==> src/rtl/rsi_pkg.sv <==
package rsi_pkg;

  typedef logic [1:0] el_t;

  localparam el_t LVL1 = 2'd1;
  localparam el_t LVL2 = 2'd2;
  localparam el_t LVL3 = 2'd3;

  typedef struct packed {
    el_t        el;
    logic       width32;
    logic       sp_sel;
    logic [3:0] mask;
    logic       step;
    logic       dit;
    logic       illegal;
  } pstate_t;

  // Highest implemented level wins.
  function automatic el_t pick_level(input logic h3, input logic h2);
    if (h3)      return LVL3;
    else if (h2) return LVL2;
    else         return LVL1;
  endfunction

  // Fixed field values applied on every request, warm or cold.
  function automatic pstate_t entry_state(input el_t lvl);
    pstate_t s;
    s.el      = lvl;
    s.width32 = 1'b0;
    s.sp_sel  = 1'b1;
    s.mask    = 4'b1111;
    s.step    = 1'b0;
    s.dit     = 1'b0;
    s.illegal = 1'b0;
    return s;
  endfunction

endpackage

==> src/rtl/rsi_entry_sel.sv <==
module rsi_entry_sel
  import rsi_pkg::*;
#(
  parameter int VEC_W = 64
) (
  input  logic             has_el3,
  input  logic             has_el2,
  input  logic [VEC_W-1:0] vbar1,
  input  logic [VEC_W-1:0] vbar2,
  input  logic [VEC_W-1:0] vbar3,
  output el_t              lvl,
  output logic [VEC_W-1:0] vec
);

  always_comb begin
    lvl = pick_level(has_el3, has_el2);
    unique case (lvl)
      LVL3:    vec = vbar3;
      LVL2:    vec = vbar2;
      default: vec = vbar1;
    endcase
  end

endmodule

==> src/rtl/rsi_vec_check.sv <==
module rsi_vec_check #(
  parameter int VEC_W = 64,
  parameter int PAW_W = $clog2(VEC_W + 1)
) (
  input  logic [VEC_W-1:0] vec,
  input  logic [PAW_W-1:0] pa_bits,
  output logic             low_bad,
  output logic             high_bad
);

  logic [VEC_W-1:0] over;

  // Bit i is illegal when it is set and lies at or above the address width.
  for (genvar i = 0; i < VEC_W; i++) begin : g_bit
    assign over[i] = vec[i] && (PAW_W'(i) >= pa_bits);
  end

  assign low_bad  = |vec[1:0];
  assign high_bad = |over;

endmodule

==> src/rtl/rsi_state_reg.sv <==
module rsi_state_reg
  import rsi_pkg::*;
#(
  parameter int VEC_W = 64
) (
  input  logic             clk,
  input  logic             rst_n,
  input  logic             load,
  input  pstate_t          nxt_state,
  input  logic [VEC_W-1:0] nxt_pc,
  input  logic             nxt_err,
  input  logic             nxt_cold,
  output pstate_t          state,
  output logic [VEC_W-1:0] pc,
  output logic             err,
  output logic             cold,
  output logic             done
);

  always_ff @(posedge clk or negedge rst_n) begin
    if (!rst_n) begin
      state <= '0;
      pc    <= '0;
      err   <= 1'b0;
      cold  <= 1'b0;
      done  <= 1'b0;
    end else begin
      done <= load;
      if (load) begin
        state <= nxt_state;
        pc    <= nxt_pc;
        err   <= nxt_err;
        cold  <= nxt_cold;
      end
    end
  end

endmodule

==> src/rtl/rst_state_init.sv <==
module rst_state_init
  import rsi_pkg::*;
#(
  parameter int VEC_W = 64,
  parameter int PAW_W = $clog2(VEC_W + 1)
) (
  input  logic             clk,
  input  logic             rst_n,
  input  logic             req_i,
  input  logic             cold_i,
  input  logic             has_el3_i,
  input  logic             has_el2_i,
  input  logic [VEC_W-1:0] vbar1_i,
  input  logic [VEC_W-1:0] vbar2_i,
  input  logic [VEC_W-1:0] vbar3_i,
  input  logic [PAW_W-1:0] pa_bits_i,
  output logic [1:0]       el_o,
  output logic             width32_o,
  output logic             sp_sel_o,
  output logic [3:0]       mask_o,
  output logic             step_o,
  output logic             dit_o,
  output logic             illegal_o,
  output logic [VEC_W-1:0] pc_o,
  output logic             align_err_o,
  output logic             done_o,
  output logic             cold_o
);

  // Named internal events, visible to the checker.
  el_t              sel_el;
  logic [VEC_W-1:0] sel_vec;
  logic             low_bad;
  logic             high_bad;
  logic             vec_err;
  pstate_t          nxt_state;
  pstate_t          cur_state;

  rsi_entry_sel #(.VEC_W(VEC_W)) u_sel (
    .has_el3 (has_el3_i),
    .has_el2 (has_el2_i),
    .vbar1   (vbar1_i),
    .vbar2   (vbar2_i),
    .vbar3   (vbar3_i),
    .lvl     (sel_el),
    .vec     (sel_vec)
  );

  rsi_vec_check #(.VEC_W(VEC_W), .PAW_W(PAW_W)) u_chk (
    .vec      (sel_vec),
    .pa_bits  (pa_bits_i),
    .low_bad  (low_bad),
    .high_bad (high_bad)
  );

  assign vec_err   = low_bad | high_bad;
  assign nxt_state = entry_state(sel_el);

  rsi_state_reg #(.VEC_W(VEC_W)) u_reg (
    .clk       (clk),
    .rst_n     (rst_n),
    .load      (req_i),
    .nxt_state (nxt_state),
    .nxt_pc    (sel_vec),
    .nxt_err   (vec_err),
    .nxt_cold  (cold_i),
    .state     (cur_state),
    .pc        (pc_o),
    .err       (align_err_o),
    .cold      (cold_o),
    .done      (done_o)
  );

  assign el_o      = cur_state.el;
  assign width32_o = cur_state.width32;
  assign sp_sel_o  = cur_state.sp_sel;
  assign mask_o    = cur_state.mask;
  assign step_o    = cur_state.step;
  assign dit_o     = cur_state.dit;
  assign illegal_o = cur_state.illegal;

endmodule

==> config.mk <==
export PLATFORM = sky130hd
export DESIGN_NAME = rst_state_init
export DESIGN_NICKNAME = d
export VERILOG_FILES = /design/src/rtl/rsi_pkg.sv /design/src/rtl/rsi_entry_sel.sv /design/src/rtl/rsi_vec_check.sv /design/src/rtl/rsi_state_reg.sv /design/src/rtl/rst_state_init.sv
export SDC_FILE = /design/constraint.sdc
export NUM_CORES = 1
export LEC_CHECK = 0
export BUFFER_PORTS_ARGS = -buffer_cell sky130_fd_sc_hd__buf_4
export CORE_AREA = 2 2 109 111
export CTS_CLUSTER_SIZE = 16
export DETAILED_ROUTE_END_ITERATION = 8
export DIE_AREA = 0 0 111 113
export PLACE_DENSITY_LB_ADDON = 0.25
export SLEW_MARGIN = 10
export SYNTH_ARGS = -nofsm -noshare
export SYNTH_HDL_FRONTEND = slang
export SYNTH_SLANG_ARGS = --single-unit
==> constraint.sdc <==
create_clock -name clk -period 2.1 [get_ports clk]
set_clock_uncertainty 0.05 [all_clocks]
set_input_delay 0.63 -clock clk [delete_from_list [all_inputs] [get_ports clk]]
set_output_delay 0.63 -clock clk [all_outputs]
set_load 0.02 [all_outputs]
==> results of run 1 <==
==> registers in the layout, summed over array words and instances (netlist names) <==
signal	count
u_reg.cold	1
u_reg.err	1
u_reg.done	1
u_reg.pc	64
u_reg.state	3
==> final timing paths <==
check	slack, ns	end	cells past startpoint
setup / recovery	-0.38	u_reg.err$_DFFE_PN0P_	10
hold / removal	0.20	u_reg.pc[0]$_DFFE_PN0P_	1
setup reg to reg	1.17	u_reg.state[3]$_DFFE_PN0P_	1
hold reg to reg	0.46	u_reg.pc[25]$_DFFE_PN0P_	1
max in group asynchronous	1.23	u_reg.pc[32]$_DFFE_PN0P_	2
min in group clk	0.46	u_reg.pc[25]$_DFFE_PN0P_	1
==> worst max-delay path: cells and delay by family <==
kind                   cells  cell delay (ns)
AO/OA/AOI/OAI              4             0.85
multiplexers               2             0.64
buffers and inverters      3             0.37
AND/OR/NAND/NOR            1             0.16
==> metal layers <==
| metal | part of all wire | track usage | vias to the layer above |
|---|---|---|---|
| li1 | - | - | 2627 |
| met1 | 0.40 | 0.3693 | 2674 |
| met2 | 0.50 | 0.5166 | 259 |
| met3 | 0.072 | 0.05892 | 42 |
| met4 | 0.030 | 0.1225 | 0 |
| met5 | 0 | 0 | - |
==> layout make-up <==
cell class                      count  area [µm²]  area share
Clock buffer                        9       225.2     0.02714
Clock inverter                      7       50.05    0.006031
Inverter                           29       108.9     0.01312
Multi-Input combinational cell    391        3018      0.3637
Sequential cell                    70        1752      0.2111
Tap cell                          143       178.9     0.02156
Timing Repair Buffer              379        2965      0.3574
==> logic make-up after synthesis <==
| kind of cell | Yosys count |
|---|---|
| muxes | 142 |
| DFF | 70 |
| AOI/OAI and AO/OA | 137 |
| and+or+nand+nor | 106 |
| buffers and inverters | 76 |
| adders and majority gates | 2 |
| other | 1 |
==> synthesized netlist by cell type, drive strengths merged (3+ instances only) <==
cell type   n
mux2i      77
dfrtp      70
mux2       65
o21ai      63
nand2      54
inv        29
buf        28
nor2       21
clkbuf     19
a21oi      15
a211oi      7
nand2b      7
o211ai      6
a21o        5
nand3       5
and3        4
nor3        4
a2bb2o      3
nand4       3
nor4        3
o2111ai     3
o21a        3
o22ai       3
==> power by group through the flow <==
| stage | Combinational (mW) | Clock [mW] | Sequential (mW) |
|---|---|---|---|
| floorplan | 0.648 | 0 | 1.84 |
| global placement | 1.77 | 0 | 1.63 |
| global route | 1.96 | 1.51 | 1.64 |
| finish | 1.84 | 1.41 | 1.62 |
| CTS | 1.82 | 1.45 | 1.62 |
| detailed placement | 1.80 | 0 | 1.64 |
==> repair_timing <==
item / 4_1_cts / 5_1_grt
cloned: 0 / 0
setup buffers: 7 / 6
setup endpoints to repair: 1 / 1
pin swaps: 3 / 9
gates resized for setup: 2 / 9
==> metrics by stage <==
| stage | setup slack [ns] | TNS, ns | instance area [µm²] | utilization | hold slack, ns |
|---|---|---|---|---|---|
| after CTS | -0.2391 | -0.2391 | 8225 | 0.7297 | 0.2054 |
| after global placement | -0.6503 | -0.9276 | 7890 | 0.7000 | 0.4430 |
| after floorplan | -0.2669 | -0.2669 | 5166 | - | 0.2844 |
| final | -0.3824 | -0.3824 | 8298 | 0.7362 | 0.2009 |
| after global routing | -0.4521 | -0.4521 | 8298 | 0.7362 | 0.2287 |
| after detailed placement | -0.6751 | -1.063 | 7890 | 0.7000 | 0.4471 |
==> results_dict.tcl, run 1 <==
set metrics [dict create \
    io_pins 283 \
    area_delta_synth_final_pct 61.87 \
    swShare 0.3255 \
    setup_slack_ns -0.3824 \
    drt_iter0_drc 317 \
    vias 5602 \
    yosysTopAreaCell "dfrtp_1" \
    syn_inst 534 \
    cp_slowest_cell "o41ai_2" \
    initial_core_util 0.4548 \
    synth_area_leaders "dfrtp_1 34%, mux2i_1 14%, mux2_2 11%" \
    dp_hpwl_um 15250 \
    synth_mux_area_frac 0.3136 \
    synth-edff-count 0 \
    internal-power_mw 3.280 \
    cp.arrival_ns 2.65 \
    layout.nets 1085 \
    grt_overflow 0 \
    fmax_mhz 402.8 \
    grt_max_degree 41 \
    crit_required_ns 2.26 \
    ys_ff_latch 70 \
    path_cells "buf_12 > buf_12 > buf_4 > mux2_2 > mux2i_4 > o22ai_1 > a211oi_1 > nand4_1 > o41ai_2 > a21oi_1" \
    seq_area_frac_synth 0.3417 \
    n_fill_cell 842 \
    peakVddDrop_v 0.0003920 \
    failed_checks "setup timing" \
    viasPerCell 5.449 \
    cts_inserted_buffers 9 \
    track_usage 0.2992 \
    synth_compound_area_frac 0.1743 \
    cts.sinks 70 \
    die_y_um 113 \
    synth-simple-area-share 0.09104 \
    drt-total-wl_um 18960 \
    slew_viol_final 0 \
    netSwitchingPower_mw 1.583 \
    syn_avg_cell_area_um2 9.600 \
    clkPwrFrac 0.290 \
    cp_common_cell "buf_12" \
    crit_path_max_incr_delay_ns 0.36 \
    first_pass_iters 5 \
    yosys.area_share.adder 0.003905 \
    grt_antenna_before_repair 0 \
    cellLeakagePower_nw 4.213 \
    drc 0 \
    maxSlewHeadroom 0.6251 \
    outcome "finished with violations" \
    power.total_mw 4.864 \
    cp-startpoint "has_el2_i" \
    wl_per_cell_um 18.44 \
    cts_tree "built" \
    fp.dieArea_um2 12540 \
    ctsHoldBuffers 0 \
    final_hold_viol_count 0 \
    place.gp.congestion 0.9282 \
    drv_cap 0 \
    io_buffers 278 \
    synth_top_family_by_area "multiplexers" \
    path_max_fanout 8 \
    clk_path_buf_depth 2 \
    period_needed_ns 2.482 \
    first_global_vias 5690 \
    die_w_um 111 \
    synth_ff_type "dfrtp_1" \
    hp-class "input pin to asynchronous set/reset pin" \
    synth_xor_area_frac 0 \
    finalCritPeriodShare 1.182 \
    synth_top_area_frac 0.3417 \
    cp-start-kind "input pin" \
    p_comb_frac 0.377 \
    endpoint_kind "register" \
    core_region_area_um2 11270 \
    place_inst 999 \
    cts.clk_slew.worst_paths_ns 0.06 \
    final_cells 1028 \
    power_frac_seq 0.333 \
    r2r_start "u_reg.state[3]$_DFFE_PN0P_" \
    cts_root_buf "clkbuf_16" \
    drive_above_1_share 0.5277 \
    htree_levels 3 \
    num_antenna_cells 0 \
    rsz0062_at_grt "true" \
    async_reset_ff_frac 1.000 \
    netlist_area_um2 5126 \
    ys_warn_count 0 \
    worstMarginPinSlew_ns 0.5623 \
    path_class "input pin to register" \
    pwr_density_cell_nw_per_um2 586.1 \
    rows 39 \
    final_cell_mix "369 x buf_4, 71 x mux2i_1, 70 x dfrtp_1" \
    post_synth_num_cell_types 58 \
    postRouteAntennaNets 0 \
    setup_violations 1 \
    clkLatencyLatePin_ns 0.34 \
    grt_first_pass_wirelength_um 29570 \
    final_common_cell "buf_4" \
]
Power figures use the tool's default switching activity.
==> inputs of run 2 (changes only) <==
Settings changed: RECOVER_POWER set to 100.
==> run 2 against run 1 <==
  * Total power down 3.1%
  * Die area unchanged
  * Clock power about the same
  * Worst setup slack worse by 0.020 ns
  * The flow still finishes with violations (setup timing)
  * Critical path type unchanged
  * Hold slack better by 0.16 ns
  * Combinational power down 8%
  * First-iteration DRC count down 9.8%
  * Fmax down 0.80%
  * Global-route usage unchanged
==> results_dict.tcl, run 2 (synthesis results as in run 1) <==
set metrics [dict create \
    crit_end "u_reg.err$_DFFE_PN0P_" \
    cp_slowest_cell "o41ai_2" \
    drt_iter0_drc 286 \
    io_buffers 278 \
    busiest_layer "met2" \
    ff2ff_setup_slack_ns 1.18 \
    largest_register_ffs 64 \
    area_delta_synth_final_pct 55.94 \
    crit_required_ns 2.26 \
    fp.dieArea_um2 12540 \
    fmax_mhz 399.6 \
    rows 39 \
    path_class "input pin to register" \
    maxSlewHeadroom 0.2638 \
    peakVddDrop_v 0.0004146 \
    cp_common_cell "buf_12" \
    die_w_um 111 \
    place.gp.congestion 0.9282 \
    viasPerCell 5.475 \
    final_hold_viol_count 0 \
    drt-total-wl_um 18900 \
    final_cell_mix "291 x buf_4, 75 x clkbuf_1, 71 x mux2i_1" \
    pwr_density_cell_nw_per_um2 589.6 \
    top_register "u_reg.pc" \
    path_cells "buf_12 > buf_12 > buf_4 > mux2_2 > mux2i_4 > o22ai_1 > a211oi_1 > nand4_1 > o41ai_2 > a21oi_1" \
    first_pass_iters 5 \
    final_common_cell "buf_4" \
    met2_usage 0.5166 \
    drv_cap 0 \
    grt_max_degree 41 \
    top_regs "u_reg.pc: 64 flops, u_reg.state: 3 flops" \
    setup_slack_ns -0.4023 \
    slew_viol_final 0 \
    cts_tree "built" \
    dp_hpwl_um 15250 \
    grt_first_pass_wirelength_um 29570 \
    clkLatencyLatePin_ns 0.34 \
    finalCritPeriodShare 1.192 \
    tns_ns -0.4023 \
    cts_inserted_buffers 9 \
    hp-class "input pin to asynchronous set/reset pin" \
    outcome "finished with violations" \
    n_fill_cell 948 \
    r2r_start "u_reg.state[3]$_DFFE_PN0P_" \
    cts_root_buf "clkbuf_16" \
    htree_levels 3 \
    track_usage 0.2992 \
    core_region_area_um2 11270 \
    r2r_end "u_reg.state[3]$_DFFE_PN0P_" \
    grtUsageMet3 0.05892 \
    layout.nets 1085 \
    cp-startpoint "has_el2_i" \
    vias 5628 \
    hold-worst-slack_ns 0.3633 \
    cp.arrival_ns 2.66 \
    failed_checks "setup timing" \
    period_needed_ns 2.502 \
    postRouteAntennaNets 0 \
    grt_overflow 0 \
    path_max_fanout 8 \
    initial_core_util 0.4548 \
    worstMarginPinSlew_ns 1.104 \
    die_y_um 113 \
    multi_input_area_um2 3018 \
    rsz0062_at_grt "true" \
    setup_violations 1 \
    met1_usage 0.3693 \
    drive_above_1_share 0.4429 \
    cellLeakagePower_nw 3.935 \
    cts.sinks 70 \
    wl_per_cell_um 18.38 \
    cts.clk_slew.worst_paths_ns 0.06 \
    clk_path_buf_depth 2 \
    ff_latch_area_um2 1752 \
    num_antenna_cells 0 \
    grt_antenna_before_repair 0 \
    cp-start-kind "input pin" \
    first_global_vias 5690 \
    rr_worst_depth 1 \
    drc 0 \
    endpoint_kind "register" \
    io_pins 283 \
    crit_path_max_incr_delay_ns 0.37 \
]
-- run 2: metal layers --
layer | routed length (µm) | vias up
met4 | 571 | 0
li1 | - | 2628
met5 | 0 | -
met2 | 9462 | 276
met3 | 1315 | 42
met1 | 7548 | 2682
-- run 2: worst min-delay path by stage --
stage,slack [ns],endpoint,depth (start not counted)
2_1_floorplan,0.28,u_reg.cold$_DFFE_PN0P_,0
3_3_place_gp,0.44,u_reg.pc[62]$_DFFE_PN0P_,1
3_5_place_dp,0.45,u_reg.pc[9]$_DFFE_PN0P_,1
4_1_cts,0.21,u_reg.pc[0]$_DFFE_PN0P_,1
5_1_grt,0.43,u_reg.pc[0]$_DFFE_PN0P_,1
6_report,0.36,u_reg.pc[0]$_DFFE_PN0P_,1
-- run 2: cell type report --
cell class / count / share of cell area
inverter: 29 / 0.01362
tap: 143 / 0.02238
clock buffer: 9 / 0.02817
timing repair buffer: 379 / 0.3329
multi-input combinational: 391 / 0.3775
sequential: 70 / 0.2191
clock inverter: 7 / 0.006261
-- run 2: what timing repair did --
item / in CTS / in global routing
gates resized for setup: 2 / 9
buffers inserted: 7 / 6
pin swaps: 3 / 9
setup endpoints to repair: 1 / 1
hold buffers: 0 / 0
-- run 2: power by group --
part	internal (mW)	leakage (nW)	switching, mW	total, mW
Combinational	0.812	2.99	0.874	1.69
Clock	0.800	0.128	0.613	1.41
Sequential	1.52	0.822	0.0927	1.61
Total	3.13	3.93	1.58	4.71
-- run 2: per-stage QoR --
stage	cells	area, µm²	worst slack (ns)	total power [mW]	utilization
floorplan	537	5166	-0.2669	2.490	-
global placement	999	7890	-0.6503	3.404	0.7000
detailed placement	999	7890	-0.6751	3.439	0.7000
CTS	1022	8225	-0.2391	4.882	0.7297
global route	1028	7994	-0.4521	4.949	0.7092
finish	1028	7994	-0.4023	4.713	0.7092
-- run 2: critical path, delay by kind of cell --
| kind | cells | cell delay, ns |
|---|---|---|
| simple gates | 1 | 0.17 |
| buf+inv | 3 | 0.37 |
| mux | 2 | 0.64 |
| compound gates | 4 | 0.86 |
